===== config.mk =====
export PLATFORM = sky130hd
export DESIGN_NAME = irq_cause_ctrl
export DESIGN_NICKNAME = d
export VERILOG_FILES = /design/src/rtl/irq_cause_pkg.sv /design/src/rtl/irq_tick_gen.sv /design/src/rtl/irq_holdoff.sv /design/src/rtl/irq_cause_ctrl.sv
export SDC_FILE = /design/constraint.sdc
export NUM_CORES = 1
export LEC_CHECK = 0
export BUFFER_PORTS_ARGS = -buffer_cell sky130_fd_sc_hd__buf_2
export CORE_UTILIZATION = 40
export CTS_CLUSTER_DIAMETER = 150
export DETAILED_ROUTE_END_ITERATION = 8
export GPL_TIMING_DRIVEN = 0
export PLACE_DENSITY = 0.65
export SYNTH_ARGS = -nofsm -noshare
export SYNTH_HDL_FRONTEND = slang
export SYNTH_HIERARCHICAL = 1
export SYNTH_SLANG_ARGS = --single-unit

===== constraint.sdc =====
create_clock -name clk_i -period 2.51 [get_ports clk_i]
set_input_delay 0.251 -clock clk_i [delete_from_list [all_inputs] [get_ports clk_i]]
set_output_delay 0.251 -clock clk_i [all_outputs]
set_load 0.05 [all_outputs]

===== src/rtl/irq_cause_pkg.sv =====
package irq_cause_pkg;
  localparam int CAUSE_W     = 10;
  localparam int B_TX_DONE   = 0;
  localparam int B_TX_EMPTY  = 1;
  localparam int B_LINK      = 2;
  localparam int B_RX_SYMERR = 3;
  localparam int B_RX0_EMPTY = 4;
  localparam int B_RX1_EMPTY = 5;
  localparam int B_RX0_DONE  = 7;
  localparam int B_RX1_DONE  = 8;
  localparam int B_BUS_ERR   = 9;
  localparam int N_LANES     = 3;

  localparam logic [CAUSE_W-1:0] CAUSE_IMPL = 10'h3BF;
  localparam logic [CAUSE_W-1:0] HELD_BITS  = 10'h181;

  typedef enum logic [2:0] {
    A_CAUSE  = 3'd0,
    A_MSET   = 3'd1,
    A_MCLR   = 3'd2,
    A_RXHOLD = 3'd3,
    A_TXHOLD = 3'd4
  } reg_addr_e;
endpackage


===== src/rtl/irq_tick_gen.sv =====
module irq_tick_gen #(
  parameter int DIV = 4
) (
  input  logic clk_i,
  input  logic rst_ni,
  output logic tick_o
);
  localparam int CW = (DIV > 1) ? $clog2(DIV) : 1;
  localparam logic [CW-1:0] LAST = CW'(DIV - 1);

  logic [CW-1:0] cnt_q;

  always_ff @(posedge clk_i or negedge rst_ni) begin
    if (!rst_ni)             cnt_q <= '0;
    else if (cnt_q == LAST)  cnt_q <= '0;
    else                     cnt_q <= cnt_q + CW'(1);
  end

  assign tick_o = (cnt_q == LAST);

  // ticks are spaced by the divider, never back to back
  generate
    if (DIV > 1) begin : g_gap
      a_r7_tick_gap: assert property (@(posedge clk_i) disable iff (!rst_ni)
        tick_o |=> !tick_o);
    end
  endgenerate
endmodule


===== src/rtl/irq_holdoff.sv =====
module irq_holdoff #(
  parameter int HOLD_W = 16
) (
  input  logic              clk_i,
  input  logic              rst_ni,
  input  logic              tick_i,
  input  logic              evt_i,
  input  logic [HOLD_W-1:0] delay_i,
  output logic              post_o
);
  logic              pending_q;
  logic [HOLD_W-1:0] cnt_q;
  logic              imm;
  logic              expire;

  assign imm    = (delay_i == '0);
  assign expire = pending_q & tick_i & (cnt_q <= HOLD_W'(1));
  // a delay reprogrammed to zero while pending flushes at once
  assign post_o = expire | (imm & (evt_i | pending_q));

  always_ff @(posedge clk_i or negedge rst_ni) begin
    if (!rst_ni) begin
      pending_q <= 1'b0;
      cnt_q     <= '0;
    end else if (post_o) begin
      pending_q <= 1'b0;
    end else if (evt_i && !pending_q) begin
      pending_q <= 1'b1;
      cnt_q     <= delay_i;
    end else if (pending_q && tick_i) begin
      cnt_q <= cnt_q - HOLD_W'(1);
    end
  end

  // later completions never reload a running timer
  a_r8_no_restart: assert property (@(posedge clk_i) disable iff (!rst_ni)
    (pending_q && !tick_i && !post_o) |=> (pending_q && $stable(cnt_q)));

  // a held completion is never posted on a cycle without a tick
  a_r7_post_on_tick: assert property (@(posedge clk_i) disable iff (!rst_ni)
    (post_o && !imm) |-> tick_i);
endmodule


===== src/rtl/irq_cause_ctrl.sv =====
module irq_cause_ctrl
  import irq_cause_pkg::*;
#(
  parameter int DATA_W      = 32,
  parameter int ADDR_W      = 3,
  parameter int HOLD_W      = 16,
  parameter int TICK_DIV    = 4,
  parameter int TX_HOLD_RST = 128
) (
  input  logic               clk_i,
  input  logic               rst_ni,
  input  logic [ADDR_W-1:0]  addr_i,
  input  logic               wr_i,
  input  logic [DATA_W-1:0]  wdata_i,
  input  logic               rd_i,
  output logic [DATA_W-1:0]  rdata_o,
  input  logic [CAUSE_W-1:0] evt_i,
  output logic               irq_o
);
  localparam int FLAG_BIT = DATA_W - 1;

  logic [CAUSE_W-1:0] cause_q, mask_q, post_vec;
  logic               rx_flag_q;
  logic [HOLD_W-1:0]  rx_cnt_q, tx_cnt_q, rx_delay;
  logic               tick;
  logic [N_LANES-1:0] lane_evt, lane_post;
  logic               rd_cause, wr_set, wr_clr, wr_rx, wr_tx;
  logic               unused_wdata;

  assign unused_wdata = ^wdata_i[FLAG_BIT-1:HOLD_W];

  assign rd_cause = rd_i && (addr_i == ADDR_W'(A_CAUSE));
  assign wr_set   = wr_i && (addr_i == ADDR_W'(A_MSET));
  assign wr_clr   = wr_i && (addr_i == ADDR_W'(A_MCLR));
  assign wr_rx    = wr_i && (addr_i == ADDR_W'(A_RXHOLD));
  assign wr_tx    = wr_i && (addr_i == ADDR_W'(A_TXHOLD));

  assign rx_delay = rx_flag_q ? rx_cnt_q : '0;

  irq_tick_gen #(.DIV(TICK_DIV)) u_tick (
    .clk_i  (clk_i),
    .rst_ni (rst_ni),
    .tick_o (tick)
  );

  assign lane_evt = {evt_i[B_RX1_DONE], evt_i[B_RX0_DONE], evt_i[B_TX_DONE]};

  generate
    for (genvar g = 0; g < N_LANES; g++) begin : g_lane
      irq_holdoff #(.HOLD_W(HOLD_W)) u_hold (
        .clk_i   (clk_i),
        .rst_ni  (rst_ni),
        .tick_i  (tick),
        .evt_i   (lane_evt[g]),
        .delay_i ((g == 0) ? tx_cnt_q : rx_delay),
        .post_o  (lane_post[g])
      );
    end
  endgenerate

  always_comb begin
    post_vec             = evt_i & CAUSE_IMPL & ~HELD_BITS;
    post_vec[B_TX_DONE]  = lane_post[0];
    post_vec[B_RX0_DONE] = lane_post[1];
    post_vec[B_RX1_DONE] = lane_post[2];
  end

  // read-clear happens before the OR so a same-cycle event survives
  always_ff @(posedge clk_i or negedge rst_ni) begin
    if (!rst_ni) cause_q <= '0;
    else         cause_q <= (rd_cause ? '0 : cause_q) | post_vec;
  end

  always_ff @(posedge clk_i or negedge rst_ni) begin
    if (!rst_ni)     mask_q <= '0;
    else if (wr_set) mask_q <= mask_q | (wdata_i[CAUSE_W-1:0] & CAUSE_IMPL);
    else if (wr_clr) mask_q <= mask_q & ~wdata_i[CAUSE_W-1:0];
  end

  always_ff @(posedge clk_i or negedge rst_ni) begin
    if (!rst_ni) begin
      rx_flag_q <= 1'b0;
      rx_cnt_q  <= '0;
      tx_cnt_q  <= HOLD_W'(TX_HOLD_RST);
    end else begin
      if (wr_rx) begin
        rx_flag_q <= wdata_i[FLAG_BIT];
        rx_cnt_q  <= wdata_i[HOLD_W-1:0];
      end
      if (wr_tx) tx_cnt_q <= wdata_i[HOLD_W-1:0];
    end
  end

  always_comb begin
    rdata_o = '0;
    case (addr_i)
      ADDR_W'(A_CAUSE):                   rdata_o[CAUSE_W-1:0] = cause_q;
      ADDR_W'(A_MSET), ADDR_W'(A_MCLR):   rdata_o[CAUSE_W-1:0] = mask_q;
      ADDR_W'(A_RXHOLD): begin
        rdata_o[FLAG_BIT]   = rx_flag_q;
        rdata_o[HOLD_W-1:0] = rx_cnt_q;
      end
      ADDR_W'(A_TXHOLD):                  rdata_o[HOLD_W-1:0] = tx_cnt_q;
      default:                            rdata_o = '0;
    endcase
  end

  assign irq_o = |(cause_q & mask_q);

  // an event coinciding with a clearing read is retained
  a_r4_keep_on_read: assert property (@(posedge clk_i) disable iff (!rst_ni)
    (rd_cause && (post_vec != '0)) |=> (cause_q != '0));

  // a read with nothing arriving leaves the register empty
  a_r3_clear_on_read: assert property (@(posedge clk_i) disable iff (!rst_ni)
    (rd_cause && (post_vec == '0)) |=> (cause_q == '0));

  // a clear write removes every addressed mask bit
  a_r5_clear_mask: assert property (@(posedge clk_i) disable iff (!rst_ni)
    wr_clr |=> ((mask_q & $past(wdata_i[CAUSE_W-1:0])) == '0));

  // the line stays low while the mask is empty
  a_r6_masked_quiet: assert property (@(posedge clk_i) disable iff (!rst_ni)
    (mask_q == '0) |-> !irq_o);
endmodule


# After elaboration in Yosys (flattened, before gate mapping)
# Index checks and enable logic that the tools add are counted.
[totals]
register_bits = 106
wordCells = 96
out_inout_bits = 33
input_bits = 49
[classes]
n_reduce_logical = 29
order_cmp = 3
add_sub_neg = 4
n_eq_ne = 5
mux = 20
bitwise_logic = 23
[ops]
columns = ["op", "count"]
rows = [
  ["$mux W16", 7],
  ["$le A16 B1 Y1 const B", 3],
  ["$sub A16 B1 Y16 const B", 3],
  ["$pmux W10 S4", 1],
  ["$logic_not A16 Y1", 2],
  ["$mux W10", 3],
  ["$and A10 B10 Y10", 2],
  ["$or A10 B10 Y10", 2],
  ["$reduce_bool A2 Y1", 7],
  ["$pmux W6 S2", 1],
  ["$logic_and A1 B1 Y1", 11],
  ["$not A10 Y10", 1],
  ["$reduce_or A10 Y1", 1],
  ["$and A1 B1 Y1", 9],
  ["$mux W1", 7],
  ["$eq A3 B2 Y1 const B", 2],
  ["$or A1 B1 Y1", 6],
  ["$reduce_and A2 Y1", 3],
  ["$eq A3 B1 Y1 const B", 1],
  ["$eq A3 B3 Y1 const B", 1],
  ["$logic_not A1 Y1", 3],
  ["$logic_not A3 Y1", 1],
  ["$not A1 Y1", 3],
  ["$add A2 B1 Y2 const B", 1],
  ["3 further kinds", 3],
]

# Logic depth before layout (Yosys ltp)
[logic_depth]
depth_word = 6
ltp_mapped = 9

# By module
# Netlist, hierarchy kept.
[modules_own_cells]
columns = ["mod", "n_inst", "cells_each", "area_each_um2"]
rows = [
  ["irq_cause_ctrl", 1, 234, 2778.9],
  ["irq_holdoff (g_lane[1].u_hold ...)", 2, 145, 1236.2],
  ["irq_holdoff (g_lane[0].u_hold)", 1, 147, 1231.2],
  ["irq_tick_gen", 1, 4, 66.3],
]

# Worst setup path after synthesis
# OpenSTA, ideal clock, no wires.
[synth_timing]
kind = "input-to-output"
start = "in addr_i[0]"
end = "out rdata_o[6]"
arrival_time_ns = 1.931
required_time_ns = 2.259
slack_ns = 0.328
path_stages = 4
path_buffers = 2
cell_sequence = "buf_6 -> clkbuf_1 -> inv_1 -> o31ai_1"
[synth_between]
elab_chain_cells = 3
[synth_lines]
columns = ["element", "line_no", "rtl"]
rows = [
  ["from (decl)", "irq_cause_ctrl.sv:12", "input logic [ADDR_W-1:0] addr_i,"],
  ["$eq A3 B1 Y1 / $eq A3 B2 Y1 (equally long branches)", "irq_cause_ctrl.sv:96", "case (addr_i)"],
  ["$reduce_or A2 Y1", "irq_cause_ctrl.sv:96", ""],
  ["$pmux W10 S4 *", "irq_cause_ctrl.sv:96", ""],
  ["to (decl)", "irq_cause_ctrl.sv:16", "output logic [DATA_W-1:0] rdata_o,"],
]
# Every way passes the cells marked *; elsewhere a longest branch is shown, timed or not.

# Worst setup path in the final report
[layout_timing]
start = "reg rx_flag_q"
end = "reg g_lane[1].u_hold.cnt_q[0]"
[layout_between]
elab_chain_cells = 6
[layout_lines]
columns = ["element", "line_no", "rtl"]
rows = [
  ["from (decl)", "irq_cause_ctrl.sv:23", "logic rx_flag_q;"],
  ["from (signal assigned)", "irq_cause_ctrl.sv:87", "rx_flag_q <= wdata_i[FLAG_BIT];"],
  ["$mux W16", "irq_cause_ctrl.sv:38", "assign rx_delay = rx_flag_q ? rx_cnt_q : '0;"],
  ["net rx_delay[11]", "irq_cause_ctrl.sv:24", "logic [HOLD_W-1:0] rx_cnt_q, tx_cnt_q, rx_delay;"],
  ["$logic_not A16 Y1", "irq_holdoff.sv:16", "assign imm = (delay_i == '0);"],
  ["$and A1 B1 Y1", "irq_holdoff.sv:19", "assign post_o = expire | (imm & (evt_i | pending_q));"],
  ["$or A1 B1 Y1", "irq_holdoff.sv:19", ""],
  ["$not A1 Y1 (no line)", "--", ""],
  ["$reduce_and A2 Y1 (no line)", "--", ""],
  ["to (signal assigned)", "irq_holdoff.sv:29", "cnt_q <= delay_i;"],
  ["to (signal assigned)", "irq_holdoff.sv:31", "cnt_q <= cnt_q - HOLD_W'(1);"],
  ["to (decl)", "irq_holdoff.sv:12", "logic [HOLD_W-1:0] cnt_q;"],
]
# The timed path passes the listed nets, and every way through them passes these cells.
# A chain may end at the register's enable or synchronous reset.

==> run_results.csv <==
group,metric,value,unit
timing,finalWorstSetupSlack,0.107,ns
setup_path,crit_fanout,10,
setup_path,rrSetupSlack,0.11,ns
setup_path,required,2.74,ns
timing,rsz0062_at_grt,"false",
grt,grt_pass1_vias,5669,
final_layout,fin_nets,808,
run_status,status,"finished, final reports clean",
final_layout,areaGrowthSynthToFinish,14.1,%
placed_design,preCtsSetupSlack,-0.0529,ns
placed_design,placed_cells,953,
die,std_cell_rows,46,
route,vias,5902,
yosys,syn_area_per_cell,9.70,sq um
timing,finalClockSkew,0.00982,ns
setup_path,critical_path_class,"reg2reg",
clocking,clk_latency,0.36,ns
setup_path,worst_setup_path_start_kind,"register",
yosys,synth_cells,675,
placed_design,dp_hpwl,14000,um
final_layout,diodes,0,
placed_design,io_buffers,47,
timing,slew_headroom,32.9,%
clocking,cts-root-buf,"clkbuf_16",
clocking,cts_max_level,3,
die,die-area,0.0169,sq mm
setup_path,r2r-start,"rx_flag_q",
setup_path,r2r_cells,8,
die,fp.dieH,130,um
die,pin_count,82,
yosys,synthFlopType,"dfrtp_1",
route,drtIter0Drc,424,
yosys,ys_seq_area_share,40.1,%
route,wl_per_cell,19.8,um
route,routed_wl,19300,um
timing,fmax,416,MHz
job,max_cap_violations,0,
timing,finalSetupViolCount,0,
final_layout,final_cells,973,
grt,grt_max_degree,69,
setup_path,r2r_end,"g_lane[1].u_hold/cnt_q[0]",
power_and_ir_drop,leakagePower,3.05,nW
grt,track_usage,24.0,%
yosys,syn-cell-area,0.00655,sq mm
yosys,synthArstFlopShare,100,%
final_layout,final_util,46.9,%
clocking,numCtsBuffers,9,
route,drt_first_pass_iters,5,
grt,antenna_found_initial,0,
setup_path,arrival,2.64,ns
route,avgViaCountPerCell,6.07,
hold_path,holdCritPathClass,"in2reg",
yosys,synth-edff-count,0,
route,drc,0,
final_layout,n_fill_cell,1507,
timing,slew_violations,0,
yosys,ys_warn_count,6,
power_and_ir_drop,power.density,864,mW/mm^2
final_layout,layout_common_cells,"dfrtp_1 (104), nor2_1 (72), buf_2 (54)",
timing,period_needed,2.40,ns
route,ant_nets,0,
grt,grt_pass1_wl,31200,um
timing,worst_slew_pin_slew,0.997,ns
clocking,cts.path.max_buffers,2,
timing,fin_setup_tns,0,ns
placed_design,place_congestion,0.917,
power_and_ir_drop,ir_drop,398,uV
yosys,ys_ff_latch,105,
timing,post-route-period-util,95.8,%
clocking,cts_tree,"built",
setup_path,endpoint,"g_lane[1].u_hold/cnt_q[0]",
die,die_w,130,um
clocking,path_clk_slew,0.08,ns
timing,hold_viol_final,0,
grt,grt_remaining_overflow,0,
setup_path,crit_start,"rx_flag_q",
yosys,synth.distinct_cells,75,
clocking,cts.sinks,105,
die,initial_core_util,41.1,%
final_layout,drive_gt1_share,25.0,%
final_layout,final_common_cell,"dfrtp_1",
setup_path,end_kind,"register",
die,core_area,0.0159,sq mm
-- Yosys cell counts (3+ instances only) --
cell type / count / share of area [%]
nor3_1: 15 / 1.1
or2_1: 3 / 0.29
clkbuf_1: 23 / 1.3
a31oi_1: 7 / 0.67
buf_2: 7 / 0.53
buf_6: 4 / 0.69
nor2b_1: 4 / 0.38
nand2_1: 15 / 0.86
nor4_1: 28 / 2.7
ha_1: 7 / 1.3
o22ai_1: 8 / 0.76
a2bb2oi_1: 3 / 0.40
o22a_1: 4 / 0.53
mux2i_1: 12 / 1.8
or4_1: 10 / 1.1
o21ai_0: 28 / 2.1
and2_1: 19 / 1.8
o31a_1: 3 / 0.40
buf_1: 4 / 0.23
dfrtp_1: 104 / 40
inv_1: 12 / 0.69
buf_4: 21 / 2.4
nand2b_1: 3 / 0.29
o21ai_2: 15 / 2.0
nor4_4: 3 / 0.97
a22oi_1: 12 / 1.4
mux2_2: 42 / 7.2
a221o_1: 8 / 1.2
or3_1: 7 / 0.67
nand3_1: 9 / 0.69
a311oi_1: 9 / 1.2
a21o_1: 10 / 1.1
o31ai_1: 22 / 2.5
o21ai_1: 5 / 0.38
a22o_1: 9 / 1.2
a211oi_1: 3 / 0.34
nor2_1: 73 / 4.2
o32ai_1: 3 / 0.40
a21oi_1: 47 / 3.6
-- state kept, by name (all words and copies together) (netlist names), named ones only --
name and count:
g_lane.u_hold/cnt_q 48, rx_cnt_q 16, tx_cnt_q 16, cause_q 9
g_lane.u_hold/pending_q 3, u_tick/cnt_q 2, mask_q 1, rx_flag_q 1
-- what timing repair did --
item	CTS	global route
setup endpoints to repair	22	27
gates resized for setup	3	9
pin swaps	0	2
setup buffers	0	3
hold buffers	1	0
endpoints found under the hold margin	36	0
-- critical path, cell delays in order, from the launching register on --
cell     delay (ns)
dfrtp_1        0.45
buf_2          0.21
and2_1         0.29
nor4_1         0.31
o21ai_1        0.18
or2_2          0.34
or2b_4         0.26
buf_12         0.15
o22ai_2        0.09
-- layer usage --
| metal | global-route usage (%) | up-vias | share of wire, % |
|---|---|---|---|
| met4 | 10.6 | 0 | 3.0 |
| met2 | 38.2 | 270 | 47 |
| met5 | 0 | - | 0 |
| met3 | 3.73 | 48 | 6.2 |
| met1 | 32.4 | 2883 | 43 |
| li1 | - | 2701 | - |
-- kinds of logic after synthesis --
group | count (synthesis) | share of synthesized area, %
fa+ha+maj | 7 | 1.34
simple gates | 218 | 19.4
mux | 54 | 9.06
buf+inv | 74 | 6.53
other cells | 1 | 0.0573
compound gates | 216 | 23.5
flops | 105 | 40.1
-- per-stage QoR --
stage | instance area [sq um] | total power [W] | hold WS [ns]
final | 7470 | 0.00645 | 0.0635
after global placement | 7110 | 0.00494 | 0.414
after CTS | 7420 | 0.00641 | 0.0574
after detailed placement | 7140 | 0.00503 | 0.268
after global routing | 7470 | 0.00686 | 0.0695
after floorplan | 6600 | 0.00434 | -0.0446
-- final cells by class --
type                            count  area [sq um]  share of cell area, %
Multi-Input combinational cell    510          3570                   47.8
Sequential cell                   105          2630                   35.2
Buffer                             61           383                   5.12
Timing Repair Buffer               52           298                   3.99
Tap cell                          216           270                   3.62
Clock buffer                       10           229                   3.06
Inverter                           13          48.8                  0.653
Clock inverter                      6          45.0                  0.603
-- worst min path at each step --
stage	startpoint	slack, ns	cells after the start	to
final	evt_i[4]	0.06	2	cause_q[4]
after global routing	evt_i[5]	0.07	2	cause_q[5]
after CTS	evt_i[4]	0.06	2	cause_q[4]
after detailed placement	rst_ni	0.27	1	g_lane[1].u_hold/cnt_q[2]
after global placement	u_tick/cnt_q[0]	0.41	1	u_tick/cnt_q[0]
after floorplan	rst_ni	-0.04	0	async pin
-- power breakdown --
group | internal, W | switching (W) | leakage [nW]
Sequential | 0.00217 | 0.000592 | 1.27
Combinational | 0.000933 | 0.00140 | 1.66
Clock | 0.000676 | 0.000681 | 0.125
Power figures use the tool's default switching activity.
